File: config.mk
export PLATFORM = sky130hd
export DESIGN_NAME = cascade_timer_unit
export DESIGN_NICKNAME = d
export VERILOG_FILES = /design/src/rtl/ctu_pkg.sv /design/src/rtl/ctu_downcounter.sv /design/src/rtl/ctu_datapath.sv /design/src/rtl/ctu_control.sv /design/src/rtl/cascade_timer_unit.sv
export SDC_FILE = /design/constraint.sdc
export NUM_CORES = 1
export LEC_CHECK = 0
export BUFFER_PORTS_ARGS = -buffer_cell sky130_fd_sc_hd__buf_2
export CAP_MARGIN = 20
export CORE_MARGIN = 2
export CORE_UTILIZATION = 50
export DETAILED_ROUTE_END_ITERATION = 8
export GPL_TIMING_DRIVEN = 0
export PLACE_DENSITY = 0.72
export SLEW_MARGIN = 0
export SYNTH_ARGS = -nofsm -noshare
export SYNTH_HDL_FRONTEND = slang
export SYNTH_SLANG_ARGS = --single-unit
File: constraint.sdc
create_clock -name clk -period 2 [get_ports clk]
set_clock_uncertainty 0.05 [all_clocks]
set_input_delay 0.2 -clock clk [delete_from_list [all_inputs] [get_ports clk]]
set_output_delay 0.2 -clock clk [all_outputs]
set_load 0.01 [all_outputs]
File: src/rtl/ctu_pkg.sv
package ctu_pkg;
  localparam int ADDR_W = 3;
  localparam int DATA_W = 8;
  localparam int EXT_W  = 4;

  localparam logic [ADDR_W-1:0] ADDR_A_LO   = 3'd0;
  localparam logic [ADDR_W-1:0] ADDR_A_HI   = 3'd1;
  localparam logic [ADDR_W-1:0] ADDR_PRE_LO = 3'd2;
  localparam logic [ADDR_W-1:0] ADDR_SPLIT  = 3'd3;
  localparam logic [ADDR_W-1:0] ADDR_C_LO   = 3'd4;
  localparam logic [ADDR_W-1:0] ADDR_C_HI   = 3'd5;
  localparam logic [ADDR_W-1:0] ADDR_CTRL   = 3'd6;

  // control bit positions
  localparam int CB_RUN_A   = 0;
  localparam int CB_RUN_B   = 1;
  localparam int CB_RUN_C   = 2;
  localparam int CB_RUN_PRE = 3;
  localparam int CB_MASK_LO = 4;

  typedef struct packed {
    logic loadA;
    logic loadB;
    logic loadC;
    logic loadPre;
  } loadStrobes_t;

  typedef struct packed {
    logic runA;
    logic runB;
    logic runC;
    logic runPre;
  } runEnables_t;

  typedef struct packed {
    logic expC;
    logic expB;
    logic expA;
  } expiry_t;
endpackage

File: src/rtl/ctu_downcounter.sv
module ctu_downcounter #(
  parameter int W = 16
) (
  input  logic         clk,
  input  logic         rstN,
  input  logic         load,
  input  logic         step,
  input  logic [W-1:0] reloadVal,
  output logic         expire
);
  localparam logic [W-1:0] ONE = W'(1);

  logic [W-1:0] count;

  // A value of zero wraps to all ones, which gives a full 2^W period.
  assign expire = step && !load && (count == ONE);

  always_ff @(posedge clk) begin
    if (!rstN) begin
      count <= '0;
    end else if (load) begin
      count <= reloadVal;
    end else if (step) begin
      count <= (count == ONE) ? reloadVal : count - ONE;
    end
  end
endmodule

File: src/rtl/ctu_datapath.sv
module ctu_datapath
  import ctu_pkg::*;
#(
  parameter int A_W   = 16,
  parameter int B_W   = 4,
  parameter int C_W   = 16,
  parameter int PRE_W = 12
) (
  input  logic             clk,
  input  logic             rstN,
  input  logic             tick,
  input  loadStrobes_t     loads,
  input  runEnables_t      runs,
  input  logic [A_W-1:0]   reloadA,
  input  logic [B_W-1:0]   reloadB,
  input  logic [C_W-1:0]   reloadC,
  input  logic [PRE_W-1:0] reloadPre,
  output expiry_t          expiry
);
  logic preExpire;
  logic stepA;
  logic stepPre;
  logic stepB;
  logic stepC;

  assign stepA   = tick && runs.runA;
  assign stepPre = tick && runs.runPre;
  assign stepB   = preExpire && runs.runB;
  assign stepC   = preExpire && runs.runC;

  ctu_downcounter #(.W(A_W)) u_cntA (
    .clk(clk), .rstN(rstN), .load(loads.loadA), .step(stepA),
    .reloadVal(reloadA), .expire(expiry.expA)
  );

  ctu_downcounter #(.W(PRE_W)) u_cntPre (
    .clk(clk), .rstN(rstN), .load(loads.loadPre), .step(stepPre),
    .reloadVal(reloadPre), .expire(preExpire)
  );

  ctu_downcounter #(.W(B_W)) u_cntB (
    .clk(clk), .rstN(rstN), .load(loads.loadB), .step(stepB),
    .reloadVal(reloadB), .expire(expiry.expB)
  );

  ctu_downcounter #(.W(C_W)) u_cntC (
    .clk(clk), .rstN(rstN), .load(loads.loadC), .step(stepC),
    .reloadVal(reloadC), .expire(expiry.expC)
  );
endmodule

File: src/rtl/ctu_control.sv
module ctu_control
  import ctu_pkg::*;
(
  input  logic              clk,
  input  logic              rstN,
  input  logic              wrEn,
  input  logic [ADDR_W-1:0] wrAddr,
  input  logic [DATA_W-1:0] wrData,
  input  logic              statusRd,
  input  logic [EXT_W-1:0]  extPending,
  input  expiry_t           expiry,
  output loadStrobes_t      loads,
  output runEnables_t       runs,
  output logic [15:0]       reloadA,
  output logic [3:0]        reloadB,
  output logic [15:0]       reloadC,
  output logic [11:0]       reloadPre,
  output logic [7:0]        statusOut,
  output logic              irq
);
  logic [7:0] aLo, aHi, preLo, splitReg, cLo, cHi, ctrl;
  logic [2:0] flags;
  logic [2:0] flagsNext;
  logic [2:0] maskNext;
  logic       ctrlWr;
  logic [7:0] ctrlNext;

  assign ctrlWr   = wrEn && (wrAddr == ADDR_CTRL);
  assign ctrlNext = ctrlWr ? wrData : ctrl;

  // Loads fire only on a 0 -> 1 change of a start bit.
  assign loads.loadA   = ctrlWr && wrData[CB_RUN_A]   && !ctrl[CB_RUN_A];
  assign loads.loadB   = ctrlWr && wrData[CB_RUN_B]   && !ctrl[CB_RUN_B];
  assign loads.loadC   = ctrlWr && wrData[CB_RUN_C]   && !ctrl[CB_RUN_C];
  assign loads.loadPre = ctrlWr && wrData[CB_RUN_PRE] && !ctrl[CB_RUN_PRE];

  assign runs.runA   = ctrl[CB_RUN_A];
  assign runs.runB   = ctrl[CB_RUN_B];
  assign runs.runC   = ctrl[CB_RUN_C];
  assign runs.runPre = ctrl[CB_RUN_PRE];

  assign reloadA   = {aHi, aLo};
  assign reloadB   = splitReg[7:4];
  assign reloadC   = {cHi, cLo};
  assign reloadPre = {splitReg[3:0], preLo};

  assign flagsNext = (statusRd ? 3'b000 : flags) | {expiry.expC, expiry.expB, expiry.expA};
  assign maskNext  = ctrlNext[CB_MASK_LO +: 3];

  assign statusOut = {1'b0, flags, extPending};

  always_ff @(posedge clk) begin
    if (!rstN) begin
      aLo      <= '0;
      aHi      <= '0;
      preLo    <= '0;
      splitReg <= '0;
      cLo      <= '0;
      cHi      <= '0;
      ctrl     <= '0;
      flags    <= '0;
      irq      <= 1'b0;
    end else begin
      if (wrEn) begin
        case (wrAddr)
          ADDR_A_LO:   aLo      <= wrData;
          ADDR_A_HI:   aHi      <= wrData;
          ADDR_PRE_LO: preLo    <= wrData;
          ADDR_SPLIT:  splitReg <= wrData;
          ADDR_C_LO:   cLo      <= wrData;
          ADDR_C_HI:   cHi      <= wrData;
          ADDR_CTRL:   ctrl     <= wrData;
          default:     ;
        endcase
      end
      flags <= flagsNext;
      irq   <= (|(flagsNext & ~maskNext)) || (|extPending);
    end
  end
endmodule

File: src/rtl/cascade_timer_unit.sv
module cascade_timer_unit
  import ctu_pkg::*;
(
  input  logic        clk,
  input  logic        rstN,
  input  logic        tick,
  input  logic        wrEn,
  input  logic [2:0]  wrAddr,
  input  logic [7:0]  wrData,
  input  logic        statusRd,
  input  logic [3:0]  extPending,
  output logic [7:0]  statusOut,
  output logic        irq
);
  loadStrobes_t loads;
  runEnables_t  runs;
  expiry_t      expiry;
  logic [15:0]  reloadA;
  logic [3:0]   reloadB;
  logic [15:0]  reloadC;
  logic [11:0]  reloadPre;
  logic         expiryAny;

  assign expiryAny = |expiry;

  ctu_control u_control (
    .clk(clk), .rstN(rstN), .wrEn(wrEn), .wrAddr(wrAddr), .wrData(wrData),
    .statusRd(statusRd), .extPending(extPending), .expiry(expiry),
    .loads(loads), .runs(runs), .reloadA(reloadA), .reloadB(reloadB),
    .reloadC(reloadC), .reloadPre(reloadPre), .statusOut(statusOut), .irq(irq)
  );

  ctu_datapath u_datapath (
    .clk(clk), .rstN(rstN), .tick(tick), .loads(loads), .runs(runs),
    .reloadA(reloadA), .reloadB(reloadB), .reloadC(reloadC),
    .reloadPre(reloadPre), .expiry(expiry)
  );
endmodule

# Word-level counts from Yosys, hierarchy flattened

Index checks and enable logic that the tools add are counted.

Bits in registers: 107
Output and inout bits: 9

Add/subtract/negate cells: 4
Eq/ne operators: 10
Mux-type cells: 14
Bitwise gates (word level): 3
Reduce and logical (&&, ||, !) cells: 44

Operator list:

| cell                  | number |
|---|---|
| $mux 16               | 6 |
| $mux 12               | 3 |
| $eq 16x1->1 const B   | 2 |
| $sub 16x1->16 const B | 2 |
| $logic_and 1x1->1     | 21 |
| $reduce_and 2->1      | 7 |
| $eq 12x1->1 const B   | 1 |
| $mux 4                | 3 |
| $sub 12x1->12 const B | 1 |
| $eq 3x3->1 const B    | 3 |
| $logic_not 1->1       | 8 |
| $reduce_bool 2->1     | 4 |
| $mux 7                | 1 |
| $eq 3x2->1 const B    | 2 |
| $eq 4x1->1 const B    | 1 |
| $reduce_or 4->1       | 1 |
| $sub 4x1->4 const B   | 1 |
| $and 3x3->3           | 1 |
| $eq 3x1->1 const B    | 1 |
| $logic_not 3->1       | 1 |
| $mux 3                | 1 |
| $not 3->3             | 1 |
| $or 3x3->3            | 1 |
| $reduce_or 3->1       | 1 |
| $logic_or 1x1->1      | 1 |

# Logic depth before layout (Yosys ltp)

Depth after elaboration: 14
Mapped depth: 9
Depth with buffers taken out: 7

# Hierarchy

From an unflattened synthesis, not the netlist that was laid out.

Cells, all modules: 709
Area total of the unflattened synthesis: 5746.8 µm²

By module, submodules not included:

| module                                   | times used | cells each | area each (µm²) |
|---|---|---|---|
| ctu_downcounter at u_datapath.u_cntA ... | 2          | 148        | 1156.1 |
| ctu_control                              | 1          | 267        | 2248.4 |
| ctu_downcounter at u_datapath.u_cntPre   | 1          | 105        | 874.6 |
| ctu_downcounter at u_datapath.u_cntB     | 1          | 37         | 286.5 |
| ctu_datapath                             | 1          | 4          | 25.0 |

# Least setup slack after synthesis

No wires, ideal clock.

Kind: register to register
Start: register u_datapath.u_cntPre.count[0]
End: register u_datapath.u_cntB.count[0]
Setup time: 122 ps
Arrival time: 1999 ps
Setup slack: -171 ps
Cell stages (with the launch flop): 6
Path buffers: 0
Cells stage by stage: dfxtp_1 -> ha_1 -> or4b_4 -> or4_4 -> and2_4 -> o311a_1

Word-level cells in the longest chain between the ends: 4

Ends and longest elaborated chain:

| element                            | line                  | source |
|---|---|---|
| start: declaration                 | ctu_downcounter.sv:13 | `logic [W-1:0] count;` |
| start signal: assignment           | ctu_downcounter.sv:22 | `count <= reloadVal;` |
| start signal: assignment           | ctu_downcounter.sv:24 | `count <= (count == ONE) ? reloadVal : count - ONE;` |
| $eq 12x1->1                        | ctu_downcounter.sv:16 | `assign expire = step && !load && (count == ONE);` |
| $logic_and 1x1->1                  | ctu_downcounter.sv:16 |  |
| $logic_and 1x1->1                  | ctu_datapath.sv:28    | `assign stepB = preExpire && runs.runB;` |
| $reduce_bool 2->1 (no source line) | --                    |  |
| end signal: assignment             | ctu_downcounter.sv:22 |  |
| end signal: assignment             | ctu_downcounter.sv:24 |  |
| end: declaration                   | ctu_downcounter.sv:13 |  |

Every way passes these cells.
A chain may end at the register's enable or synchronous reset.

# Worst setup path in the final report

Start: register u_datapath.u_cntPre.count[1]
End: register u_datapath.u_cntB.count[0]

The elaborated chain is that of the path after synthesis.

==> results.py <==
metrics = {
    "clock_network": {
        "clock_latency_ns": 0.40,
        "hold_buffers": 0,
        "path_clk_slew_ns": 0.10,
        "cts_htree_levels": 3,
        "cts_buffers": 9,
        "cts_tree": "yes",
        "cts.sinks": 107,
        "clockBufferDepth": 2,
        "root_buffer": "clkbuf_8",
    },
    "pwr": {
        "vdd_drop_max_v": 0.000645,
        "leakagePower_nw": 2.59,
        "p_total_mw": 4.36,
        "p_per_area_nw_per_um2": 631,
    },
    "logic_synthesis": {
        "ys_types": 69,
        "syn_nets": 750,
        "synth-warning-count": 0,
        "ys.flop_type": "dfxtp_1",
        "ys_seq_area_share_pct": 39.1,
        "ys_ff_latch": 107,
        "synth-edff-count": 0,
        "avgSynthCellArea_sq_um": 7.59,
        "synthArstFlopShare_pct": 0,
        "synthCells": 722,
        "netlist_area_sq_um": 5480,
    },
    "sta": {
        "period_share_pct": 107,
        "worst_pin_slew_ns": 0.842,
        "hold_viol_final": 0,
        "rsz0062_at_grt": "true",
        "period_minus_slack_ns": 2.15,
        "whs_ns": 0.0707,
        "setup_slack_ns": -0.147,
        "fmax_mhz": 466,
        "finalMaxSlewViolations": 0,
        "slew_headroom_pct": 43.9,
        "setup_violations": 15,
    },
    "setup_path": {
        "critPathCaptureType": "flop",
        "cp.arrival_ns": 2.39,
        "cp_slowest_cell": "or4b_4",
        "path_class": "reg -> reg",
        "critPathLaunchType": "flop",
        "cpPeakStageDelay_ns": 0.49,
        "worst-path-max-fanout": 5,
        "path_cells": "inv_2, ha_4, or4b_4, or4_4, and2_4, o311a_1",
        "crit_required_ns": 2.24,
    },
    "drt": {
        "via_count": 5997,
        "drc": 0,
        "drt_wl_total_mm": 18.4,
        "vias_per_cell": 6.32,
        "dr.pass1.iters": 7,
        "drt_iter0_markers": 581,
        "antenna_left": 0,
        "wl_per_cell_um": 19.4,
    },
    "floorplan": {
        "initial_core_util_pct": 51.0,
        "fp.dieH_um": 109,
        "row_count": 38,
        "dieArea_sq_um": 11800,
        "coreArea_sq_um": 10700,
        "die_x_um": 109,
        "ios": 29,
    },
    "place": {
        "io_buffers": 22,
        "post-dp-hpwl_mm": 11.7,
        "dpl_cell_area_sq_um": 5790,
        "place_inst": 884,
        "gp_congestion": 0.947,
        "pre_cts_slack_ns": -0.536,
    },
    "global_route": {
        "antenna_found_initial": 1,
        "grt_pass1_vias": 5337,
        "overflow": 0,
        "grt_start_max_net_pins": 19,
        "grt_pass1_wl_mm": 27.3,
        "grt_use_total_pct": 30.0,
    },
    "layout": {
        "nets": 832,
        "final_common_cell": "nand2_1",
        "n_antenna_cell": 0,
        "syn2layout_area_growth_pct": 25.9,
        "final_cell_mix": "nand2_1, dfxtp_1, a21oi_1, buf_4, nor2_1",
        "drive_gt1_share_pct": 23.5,
        "stdcell_area_sq_um": 6900,
        "fin_cells": 949,
    },
    "outcome": {
        "outcome": "finished, violations left",
        "violations": "setup timing",
    },
    "hold_path": {
        "min_path_type": "in -> reg",
    },
    "flow_run": {
        "maxCapViolations": 0,
    },
}
## worst max-delay path: cells and delay by family (launching register included)
kind                     cells  cell delay (ns)
AND/OR/NAND/NOR              3             1.17
adder cells (fa/ha/maj)      1             0.13
flip-flops                   1             0.34
buffers and inverters        1             0.07
AO/OA/AOI/OAI                1             0.29
## cells by family after synthesis
family                   count (synthesis)  share of synthesized area (%)
adder cells (fa/ha/maj)                  8                           1.83
AND/OR/NAND/NOR                        331                           29.9
AO/OA/AOI/OAI                          208                           23.2
multiplexers                             7                           1.32
buffers and inverters                   60                           4.61
flip-flops                             107                           39.1
other                                    1                         0.0684
## state kept, by name (all words and copies together) (netlist names)
name / flops
u_datapath.u_cntA.count: 16
u_datapath.u_cntC.count: 16
u_datapath.u_cntPre.count: 12
u_control.aHi: 8
u_control.aLo: 8
u_control.cHi: 8
u_control.cLo: 8
u_control.preLo: 8
u_control.splitReg: 8
u_control.ctrl: 7
u_datapath.u_cntB.count: 4
u_control.flags: 3
u_control.irq: 1
## layer usage
layer	share of wire (%)	up-vias	wire length, um	global-route usage, %
li1	-	2791	-	-
met1	40	2789	7420	39.0
met2	47	347	8600	47.7
met3	9.4	68	1730	6.69
met4	3.7	2	675	13.6
met5	0.081	-	15	0
## path summary, 6_finish.rpt
kind | from | endpoint | slack [ns] | depth (start not counted)
setup / recovery | u_datapath.u_cntPre.count[1]$_SDFFE_PN0P_ | u_datapath.u_cntB.count[0]$_SDFFE_PN0P_ | -0.15 | 6
hold / removal | rstN | u_control.flags[2]$_SDFF_PN0_ | 0.07 | 3
setup reg to reg | u_datapath.u_cntPre.count[1]$_SDFFE_PN0P_ | u_datapath.u_cntB.count[0]$_SDFFE_PN0P_ | -0.15 | 6
hold reg to reg | u_control.splitReg[6]$_SDFFE_PN0P_ | u_control.splitReg[6]$_SDFFE_PN0P_ | 0.41 | 2
## synthesized netlist by cell type (6+ instances only)
cell        n  area, sq um
o21ai_0    38          190
dfxtp_1   107         2140
inv_1      16         60.1
a21oi_1    90          450
o22ai_1     9         56.3
nor4_1     19          119
and2_1      7         43.8
clkbuf_1   32          120
nand3_1    19         95.1
nand4_1    12         75.1
o31a_1      7         61.3
a31oi_1    11         68.8
ha_1        8          100
nor2_1     33          124
buf_2       6         30.0
nor2b_1     7         43.8
nand2_1   157          589
nor3_1     30          150
## area by class of cell
type / instances / area (sq um)
fill: 952 / 3840
multi-input combinational: 555 / 3500
sequential: 107 / 2170
timing repair buffer: 72 / 547
buffer: 43 / 235
tap: 140 / 175
clock buffer: 11 / 151
clock inverter: 5 / 65.1
inverter: 16 / 60.1
## per-stage QoR
stage	utilization, %	setup TNS, ns
2_1_floorplan	-	-0.0713
3_3_place_gp	53.8	-14.07
3_5_place_dp	53.8	-14.23
4_1_cts	59.1	-0.651
5_1_grt	64.2	-2.25
6_report	64.2	-0.794
## what timing repair did
item / in CTS / in global routing
resized for setup: 53 / 99
pin swaps: 14 / 43
gates cloned: 0 / 2
endpoints found under the hold margin: 0 / 0
buffers inserted: 23 / 26
endpoints found under the setup margin: 49 / 47
## power by group
part           leakage [nW]  internal, mW  switching, mW
clock network         0.111         0.664          0.800
registers             0.873          2.17         0.0572
logic                  1.60         0.268          0.395
No activity file was read; power rests on OpenSTA's default activity.
